==> src/rtl/gate_guard_pkg.sv <==
package gate_guard_pkg;

    localparam int PHASES = 3;

    typedef enum logic [1:0] {
        GM_RUN     = 2'd0,
        GM_LIMIT   = 2'd1,
        GM_BRAKE   = 2'd2,
        GM_LOCKOUT = 2'd3
    } gate_mode_e;

    typedef struct packed {
        logic hi;
        logic lo;
    } leg_t;

    // Priority: lockout over brake over current limit over run.
    function automatic gate_mode_e pick_mode(input logic uv, input logic brake, input logic blank);
        if (uv)         return GM_LOCKOUT;
        else if (brake) return GM_BRAKE;
        else if (blank) return GM_LIMIT;
        else            return GM_RUN;
    endfunction

    function automatic leg_t resolve_leg(input gate_mode_e mode, input logic hi_req,
                                         input logic lo_req, input logic pwm,
                                         input logic lo_inhibit);
        leg_t r;
        r = '0;
        case (mode)
            GM_LOCKOUT: r = '0;
            GM_BRAKE: begin
                r.hi = 1'b0;
                r.lo = ~lo_inhibit;
            end
            GM_LIMIT: begin
                r.hi = hi_req & ~lo_req;
                r.lo = 1'b0;
            end
            default: begin
                r.hi = hi_req & ~lo_req;
                r.lo = lo_req & ~hi_req & pwm & ~lo_inhibit;
            end
        endcase
        return r;
    endfunction

endpackage

==> src/rtl/gate_guard_offtimer.sv <==
module gate_guard_offtimer #(
    parameter int OFF_CYCLES = 40
) (
    input  logic clk,
    input  logic rst,
    input  logic enable,
    input  logic trip,
    output logic blank
);
    localparam int CW = (OFF_CYCLES < 2) ? 1 : $clog2(OFF_CYCLES);
    localparam logic [CW-1:0] RELOAD = CW'(OFF_CYCLES - 1);

    logic [CW-1:0] cnt_q;
    logic          idle;
    logic          fire;

    assign idle  = (cnt_q == '0);
    assign fire  = enable & trip & idle;
    assign blank = enable & (fire | ~idle);

    always_ff @(posedge clk) begin
        if (rst || !enable) begin
            cnt_q <= '0;
        end else if (fire) begin
            cnt_q <= RELOAD;
        end else if (!idle) begin
            cnt_q <= cnt_q - 1'b1;
        end
    end
endmodule

==> src/rtl/gate_guard_xlock.sv <==
module gate_guard_xlock (
    input  logic clk,
    input  logic rst,
    input  logic arm,
    input  logic fb_off,
    output logic inhibit
);
    logic armed_q;

    assign inhibit = (armed_q | arm) & ~fb_off;

    always_ff @(posedge clk) begin
        if (rst) begin
            armed_q <= 1'b0;
        end else if (arm) begin
            armed_q <= 1'b1;
        end else if (fb_off) begin
            armed_q <= 1'b0;
        end
    end
endmodule

==> src/rtl/gate_guard_leg.sv <==
module gate_guard_leg
    import gate_guard_pkg::*;
#(
    parameter bit HAS_XLOCK = 1'b0
) (
    input  gate_mode_e mode,
    input  logic       hi_req,
    input  logic       lo_req,
    input  logic       pwm,
    input  logic       xlock_inhibit,
    output leg_t       drive
);
    logic inhibit;

    generate
        if (HAS_XLOCK) begin : g_locked
            assign inhibit = xlock_inhibit;
        end else begin : g_free
            assign inhibit = 1'b0;
        end
    endgenerate

    assign drive = resolve_leg(mode, hi_req, lo_req, pwm, inhibit);
endmodule

==> src/rtl/gate_guard.sv <==
module gate_guard
    import gate_guard_pkg::*;
#(
    parameter int OFF_CYCLES = 40
) (
    input  logic       clk,
    input  logic       rst,
    input  logic [2:0] hi_req,
    input  logic [2:0] lo_req,
    input  logic       pwm_on,
    input  logic       oc_trip,
    input  logic       brake_n,
    input  logic       uv_trip,
    input  logic       hc_off_fb,
    input  logic       align_done,
    output logic [2:0] hs_n_o,
    output logic [2:0] ls_o,
    output logic       fault_n_o
);
    logic       blank;
    logic       xinhibit;
    logic       limit_en;
    gate_mode_e mode;
    leg_t       legs [PHASES];
    logic [PHASES-1:0] hi_next;
    logic [PHASES-1:0] lo_next;

    assign limit_en = brake_n & ~uv_trip;

    gate_guard_offtimer #(.OFF_CYCLES(OFF_CYCLES)) u_offtimer (
        .clk    (clk),
        .rst    (rst),
        .enable (limit_en),
        .trip   (oc_trip),
        .blank  (blank)
    );

    gate_guard_xlock u_xlock (
        .clk     (clk),
        .rst     (rst),
        .arm     (align_done),
        .fb_off  (hc_off_fb),
        .inhibit (xinhibit)
    );

    assign mode = pick_mode(uv_trip, ~brake_n, blank);

    generate
        for (genvar p = 0; p < PHASES; p++) begin : g_leg
            gate_guard_leg #(.HAS_XLOCK(p == PHASES - 1)) u_leg (
                .mode          (mode),
                .hi_req        (hi_req[p]),
                .lo_req        (lo_req[p]),
                .pwm           (pwm_on),
                .xlock_inhibit (xinhibit),
                .drive         (legs[p])
            );
            assign hi_next[p] = legs[p].hi;
            assign lo_next[p] = legs[p].lo;
        end
    endgenerate

    always_ff @(posedge clk) begin
        if (rst) begin
            hs_n_o    <= '1;
            ls_o      <= '0;
            fault_n_o <= 1'b1;
        end else begin
            hs_n_o    <= ~hi_next;
            ls_o      <= lo_next;
            fault_n_o <= ~uv_trip;
        end
    end
endmodule

==> config.mk <==
export PLATFORM = sky130hd
export DESIGN_NAME = gate_guard
export DESIGN_NICKNAME = d
export VERILOG_FILES = /design/src/rtl/gate_guard_pkg.sv /design/src/rtl/gate_guard_offtimer.sv /design/src/rtl/gate_guard_xlock.sv /design/src/rtl/gate_guard_leg.sv /design/src/rtl/gate_guard.sv
export SDC_FILE = /design/constraint.sdc
export NUM_CORES = 1
export LEC_CHECK = 0
export BUFFER_PORTS_ARGS = -buffer_cell sky130_fd_sc_hd__buf_2
export CAP_MARGIN = 20
export CORE_UTILIZATION = 30
export DETAILED_ROUTE_END_ITERATION = 10
export PLACE_DENSITY = 0.53
export SLEW_MARGIN = 0
export SYNTH_ARGS = -nofsm -noshare
export SYNTH_HDL_FRONTEND = slang
export SYNTH_SLANG_ARGS = --single-unit
==> constraint.sdc <==
create_clock -name clk -period 2.2 [get_ports clk]
set_clock_uncertainty 0.2 [all_clocks]
set_input_delay 0.11 -clock clk [delete_from_list [all_inputs] [get_ports clk]]
set_output_delay 0.11 -clock clk [all_outputs]
set_load 0.02 [all_outputs]
; Yosys cells after proc, flatten, opt, wreduce, memory -nomap -nowiden
; Index checks and enable logic that the tools add are counted.
[totals]
register_bits = 14
elab_cells = 54
[classes]
n_addsub = 1
eq_ne = 4
mux = 10
n_bitwise = 28
n_reduce_logical = 5
[ops]
columns = op, n
row1 = $pmux W2 S3, 3
row2 = $and A1 B1 Y1, 15
row3 = $mux W6, 2
row4 = $not A1 Y1, 10
row5 = $logic_not A6 Y1, 1
row6 = $sub A6 B1 Y6 const B, 1
row7 = $eq A2 B2 Y1 const B, 2
row8 = $mux W2, 2
row9 = $mux W1, 3
row10 = $not A3 Y3, 1
row11 = $eq A2 B1 Y1 const B, 1
row12 = $ne A2 B2 Y1 const B, 1
row13 = $or A1 B1 Y1, 2
row14 = $reduce_bool A2 Y1, 1
row15 = $reduce_or A2 Y1, 1
row16 = $logic_not A1 Y1, 1
row17 = $logic_or A1 B1 Y1, 1

; Logic depth before layout (Yosys ltp)
[depth]
ltp_word = 12
ltp_mapped = 5

; Hierarchy
; A second synthesis with hierarchy kept.
[hier_totals]
cells_unflattened = 71
area_unflattened_um2 = 661.9
[by_module_without_submodules]
columns = mod, n_inst, cells_each, area_each_um2
row1 = gate_guard_offtimer, 1, 36, 332.8
row2 = gate_guard, 1, 17, 203.9
row3 = gate_guard_leg at g_leg[0].u_leg ..., 2, 4, 23.8
row4 = gate_guard_xlock, 1, 6, 46.3
row5 = gate_guard_leg at g_leg[2].u_leg, 1, 4, 31.3

; Worst setup path before layout
; OpenSTA, ideal clock, no wires.
[synth_path]
path_kind = register to register
start = register u_offtimer.cnt_q[0]
end = register u_offtimer.cnt_q[0]
arrival_ns = 1.198
path_slack_ns = 0.673
stages_incl_launch_ff = 6
cell_sequence = dfxtp_1 -> inv_1 -> ha_1 -> nor4b_4 -> nor4b_1 -> a211oi_1
[synth_via]
elab_chain_cells = 3
elab_cells_between_ends = 6
cone_classes = add/sub (1) / eq/ne (1) / mux (2) / bitwise (1) / reduce/logical (1)
[synth_rtl]
columns = element, line
row1 = "start, declared", gate_guard_offtimer.sv:13  ; logic [CW-1:0] cnt_q;
row2 = "start signal, assigned", gate_guard_offtimer.sv:27  ; cnt_q <= cnt_q - 1'b1;
row3 = $sub A6 B1 Y6 or $logic_not A6 Y1 (tied branches), "gate_guard_offtimer.sv:27, gate_guard_offtimer.sv:17"
row4 = $mux W6 or $and A1 B1 Y1 (tied branches), "gate_guard_offtimer.sv:26, gate_guard_offtimer.sv:18"
row5 = $mux W6 or $ne A2 B2 Y1 (tied branches), -
; Parallel ways exist; a longest one is shown, timed or not. The select of a mux whose other input is x is not followed.
; A chain may end at the register's enable or synchronous reset.

; Worst setup path after layout
[layout_path]
start = input port hc_off_fb
end = register u_xlock.armed_q
[layout_via]
elab_chain_cells = 1
[layout_rtl]
columns = element, line
row1 = "start, declared", gate_guard.sv:14  ; input logic hc_off_fb,
row2 = $reduce_bool A2 Y1 (no source line), -
row3 = "end signal, assigned", gate_guard_xlock.sv:14  ; armed_q <= 1'b0;
row4 = "end signal, assigned", gate_guard_xlock.sv:16  ; armed_q <= 1'b1;
row5 = "end signal, assigned", gate_guard_xlock.sv:18  ; armed_q <= 1'b0;
row6 = "end, declared", gate_guard_xlock.sv:8  ; logic armed_q;
; No other way between the ends.

==> reports/summary.txt <==
Drt total wl - 1.60 mm
RSZ-0062 raised after global routing - no
I/O pins - 21
Mapped Area - 634 um2
Ratio of cells with drive above 1 in the final layout - 0.308
CTS clk-pin slew, worst paths - 0.09 ns
Critical Path AT - 2.05 ns
Dominant synthesized flop cell - dfxtp_1
Mapped Cells - 63
GRT Total Usage - 0.147
WL/cell - 12.2 um
Rows - 16
R2R Path Start - u_offtimer.cnt_q[0]
Fin crit share - 0.942
Synth area leaders - dfxtp_1 (44%), nand4b_1 (4.1%), a21oi_1 (3.9%), nor4b_4 (3.7%), nand3b_1 (3.6%)
Hold endpoint - ls_o[0]
Core box area - 0.00198 mm2
Clock Sinks - 14
# setup viols final - 0
Post-layout net count - 120
Final Hold Vio Count - 0
Final WS setup - 0.127 ns
Power per cell area - 558 mW/mm2
Overflow after GRT - 0
Max IR drop VDD - 0.000312 V
Hold depth - 4
Detail Placement HPWL - 968 um
Vias - 624
Outcome - complete, no violations
YS warnings - 0
Clock latency on the worst-skew pair - 0.28 ns
First-pass GRT wire length - 2.23 mm
Reg2Reg Depth - 6
Largest net degree at the start of global routing - 11
Min Tclk post-route - 2.07 ns
Initial antenna violation count - 0
Critical Path RT - 2.18 ns
Crit end category - flip-flop
Area grow syn2layout - 54.6%
Ant. Diodes - 0
Number of synthesized flops with an enable pin - 0
Starting density of the core - 0.320
Setup TNS - 0 ns
Startpoint Class - input pin
Vias in the first global route - 515
Cell taking the most area after synthesis - dfxtp_1
DRC violations left - 0
Static Leak - 0.000422 uW
Critical Path Fanout Max - 2
CTS H-tree lvls - 1
Slew @ Worst Pin - 0.577 ns
Antenna-violating nets left - 0
Asr flop ratio synth - 0
Netlist cell types - 31
Via density per instance - 4.76
Mapped Nets - 78
Share of the synthesized area in the top cell type - 0.442
Syn Area/Cell - 10.1 um2
Number of DRC markers in iteration 0 - 7
R2r setup slk - 0.14 ns
Rel. slew slack - 0.614
Pins over their slew limit - 0
Pre-antenna DRT Iters - 3
CTS tree - built
Hold Path Class - input pin to flip-flop
Die Y - 48.0 um
Full die area - 0.00230 mm2
Clock root buffer - clkbuf_4
Worst R2R End - ls_o[1]
CTS buffer count - 3
Dpl ws - 0.512 ns
Fmax - 0.482 GHz
# port buffers - 20
Gp weighted congestion - 0.743
Critical path class - input pin to flip-flop
Die Span X - 48.0 um
Max-cap viol count - 0
Longest Clk Path Bufs - 2
Seq/Total Area, Yosys - 0.442
FF+latch count, synth - 14
Hold Startpoint - lo_req[0]
Launch point of the worst path - hc_off_fb
-- sequential cells by signal, summed over array words and instances (netlist names) --
signal            cells
u_offtimer.cnt_q      6
u_xlock.armed_q       1
hs_n_o                3
ls_o                  3
fault_n_o             1
-- through the flow --
step | hold WS, ns | cell area, um2 | power (uW) | util | std cells
floorplan | -0.0254 | 634 | 311 | - | 63
global placement | 0.108 | 764 | 336 | 0.386 | 109
detailed placement | 0.111 | 764 | 337 | 0.386 | 109
CTS | 0.0524 | 971 | 544 | 0.490 | 130
global route | 0.0593 | 981 | 575 | 0.495 | 131
finish | 0.0624 | 981 | 547 | 0.495 | 131
-- worst max-delay path: stages --
cell           delay, ns
dlygate4sd3_1       0.53
buf_2               0.11
inv_1               0.04
a21oi_1             0.12
dlygate4sd3_1       0.56
nor2_1              0.04
dlygate4sd3_1       0.55
-- power breakdown --
| group | leakage (uW) | internal, uW | switching [uW] |
|---|---|---|---|
| sequential | 0.000114 | 261 | 4.92 |
| combinational | 0.000286 | 52.4 | 38.6 |
| clock | 0.0000210 | 101 | 89.8 |
-- routing by layer --
metal / up-vias / part of all wire / routed length, um / track usage
li1: 317 / - / - / -
met1: 288 / 0.43 / 682 / 0.179
met2: 14 / 0.52 / 830 / 0.227
met3: 5 / 0.029 / 47 / 0.0340
met4: 0 / 0.023 / 36 / 0.100
met5: - / 0 / 0 / 0
-- cell usage after synthesis (2+ instances only) --
cell type   n
dfxtp_1    14
a21oi_1     5
inv_1       4
nand3b_1    3
nand4b_1    3
nor2_1      3
nor2b_1     3
a211oi_1    2
nand2_1     2
nor3_1      2
nor4b_1     2
-- cells by family after synthesis --
logic type	after synthesis	share of synthesized area
AO/OA/AOI/OAI	14	0.162
buffers and inverters	5	0.0296
AND/OR/NAND/NOR	28	0.333
flip-flops	14	0.442
adder cells (fa/ha/maj)	1	0.0197
XOR/XNOR	1	0.0138
-- how the worst max path moves through the flow --
| stage | endpoint | cells past startpoint |
|---|---|---|
| final | u_xlock.armed_q | 7 |
| after floorplan | u_offtimer.cnt_q[0] | 5 |
| after global placement | ls_o[2] | 5 |
| after detailed placement | ls_o[2] | 5 |
| after global routing | ls_o[1] | 6 |
| after CTS | ls_o[1] | 6 |
-- cell type report --
class / instances / area (um2)
multi-input cells: 44 / 338
well taps: 27 / 33.8
clock buffers: 4 / 36.3
flip-flops and latches: 14 / 280
repair buffers: 38 / 278
fillers: 199 / 1000
inverters: 4 / 15.0
-- repair_timing --
action | in CTS | in global routing
setup endpoints to repair | 0 | 1
buffers inserted | 0 | 1
resized for setup | 0 | 1
hold buffers | 17 | 0
endpoints found under the hold margin | 8 | 0
-- cells in the final DEF, fill, tap and decap left out --
cell,instances
and4bb_2,1
inv_1,4
nor3_1,2
nand2b_1,1
nand3b_1,3
a211oi_1,2
nor3b_1,1
or2_2,1
o21a_1,1
nor4b_1,2
or3b_1,1
buf_2,20
o41ai_1,1
nor4b_4,1
nor2b_1,3
a21oi_1,5
and2b_2,1
dlygate4sd3_1,17
o21bai_1,1
and3_1,1
nor2_1,3
o211a_1,1
a211oi_2,1
ha_2,1
nand2_1,2
and3b_1,1
clkbuf_8,1
clkbuf_4,3
o31ai_1,1
dfxtp_1,14
buf_4,1
nand4b_1,3
a41oi_1,1
nand2b_2,1
xor2_1,1
Note: power is estimated with default switching activity, not from simulation.
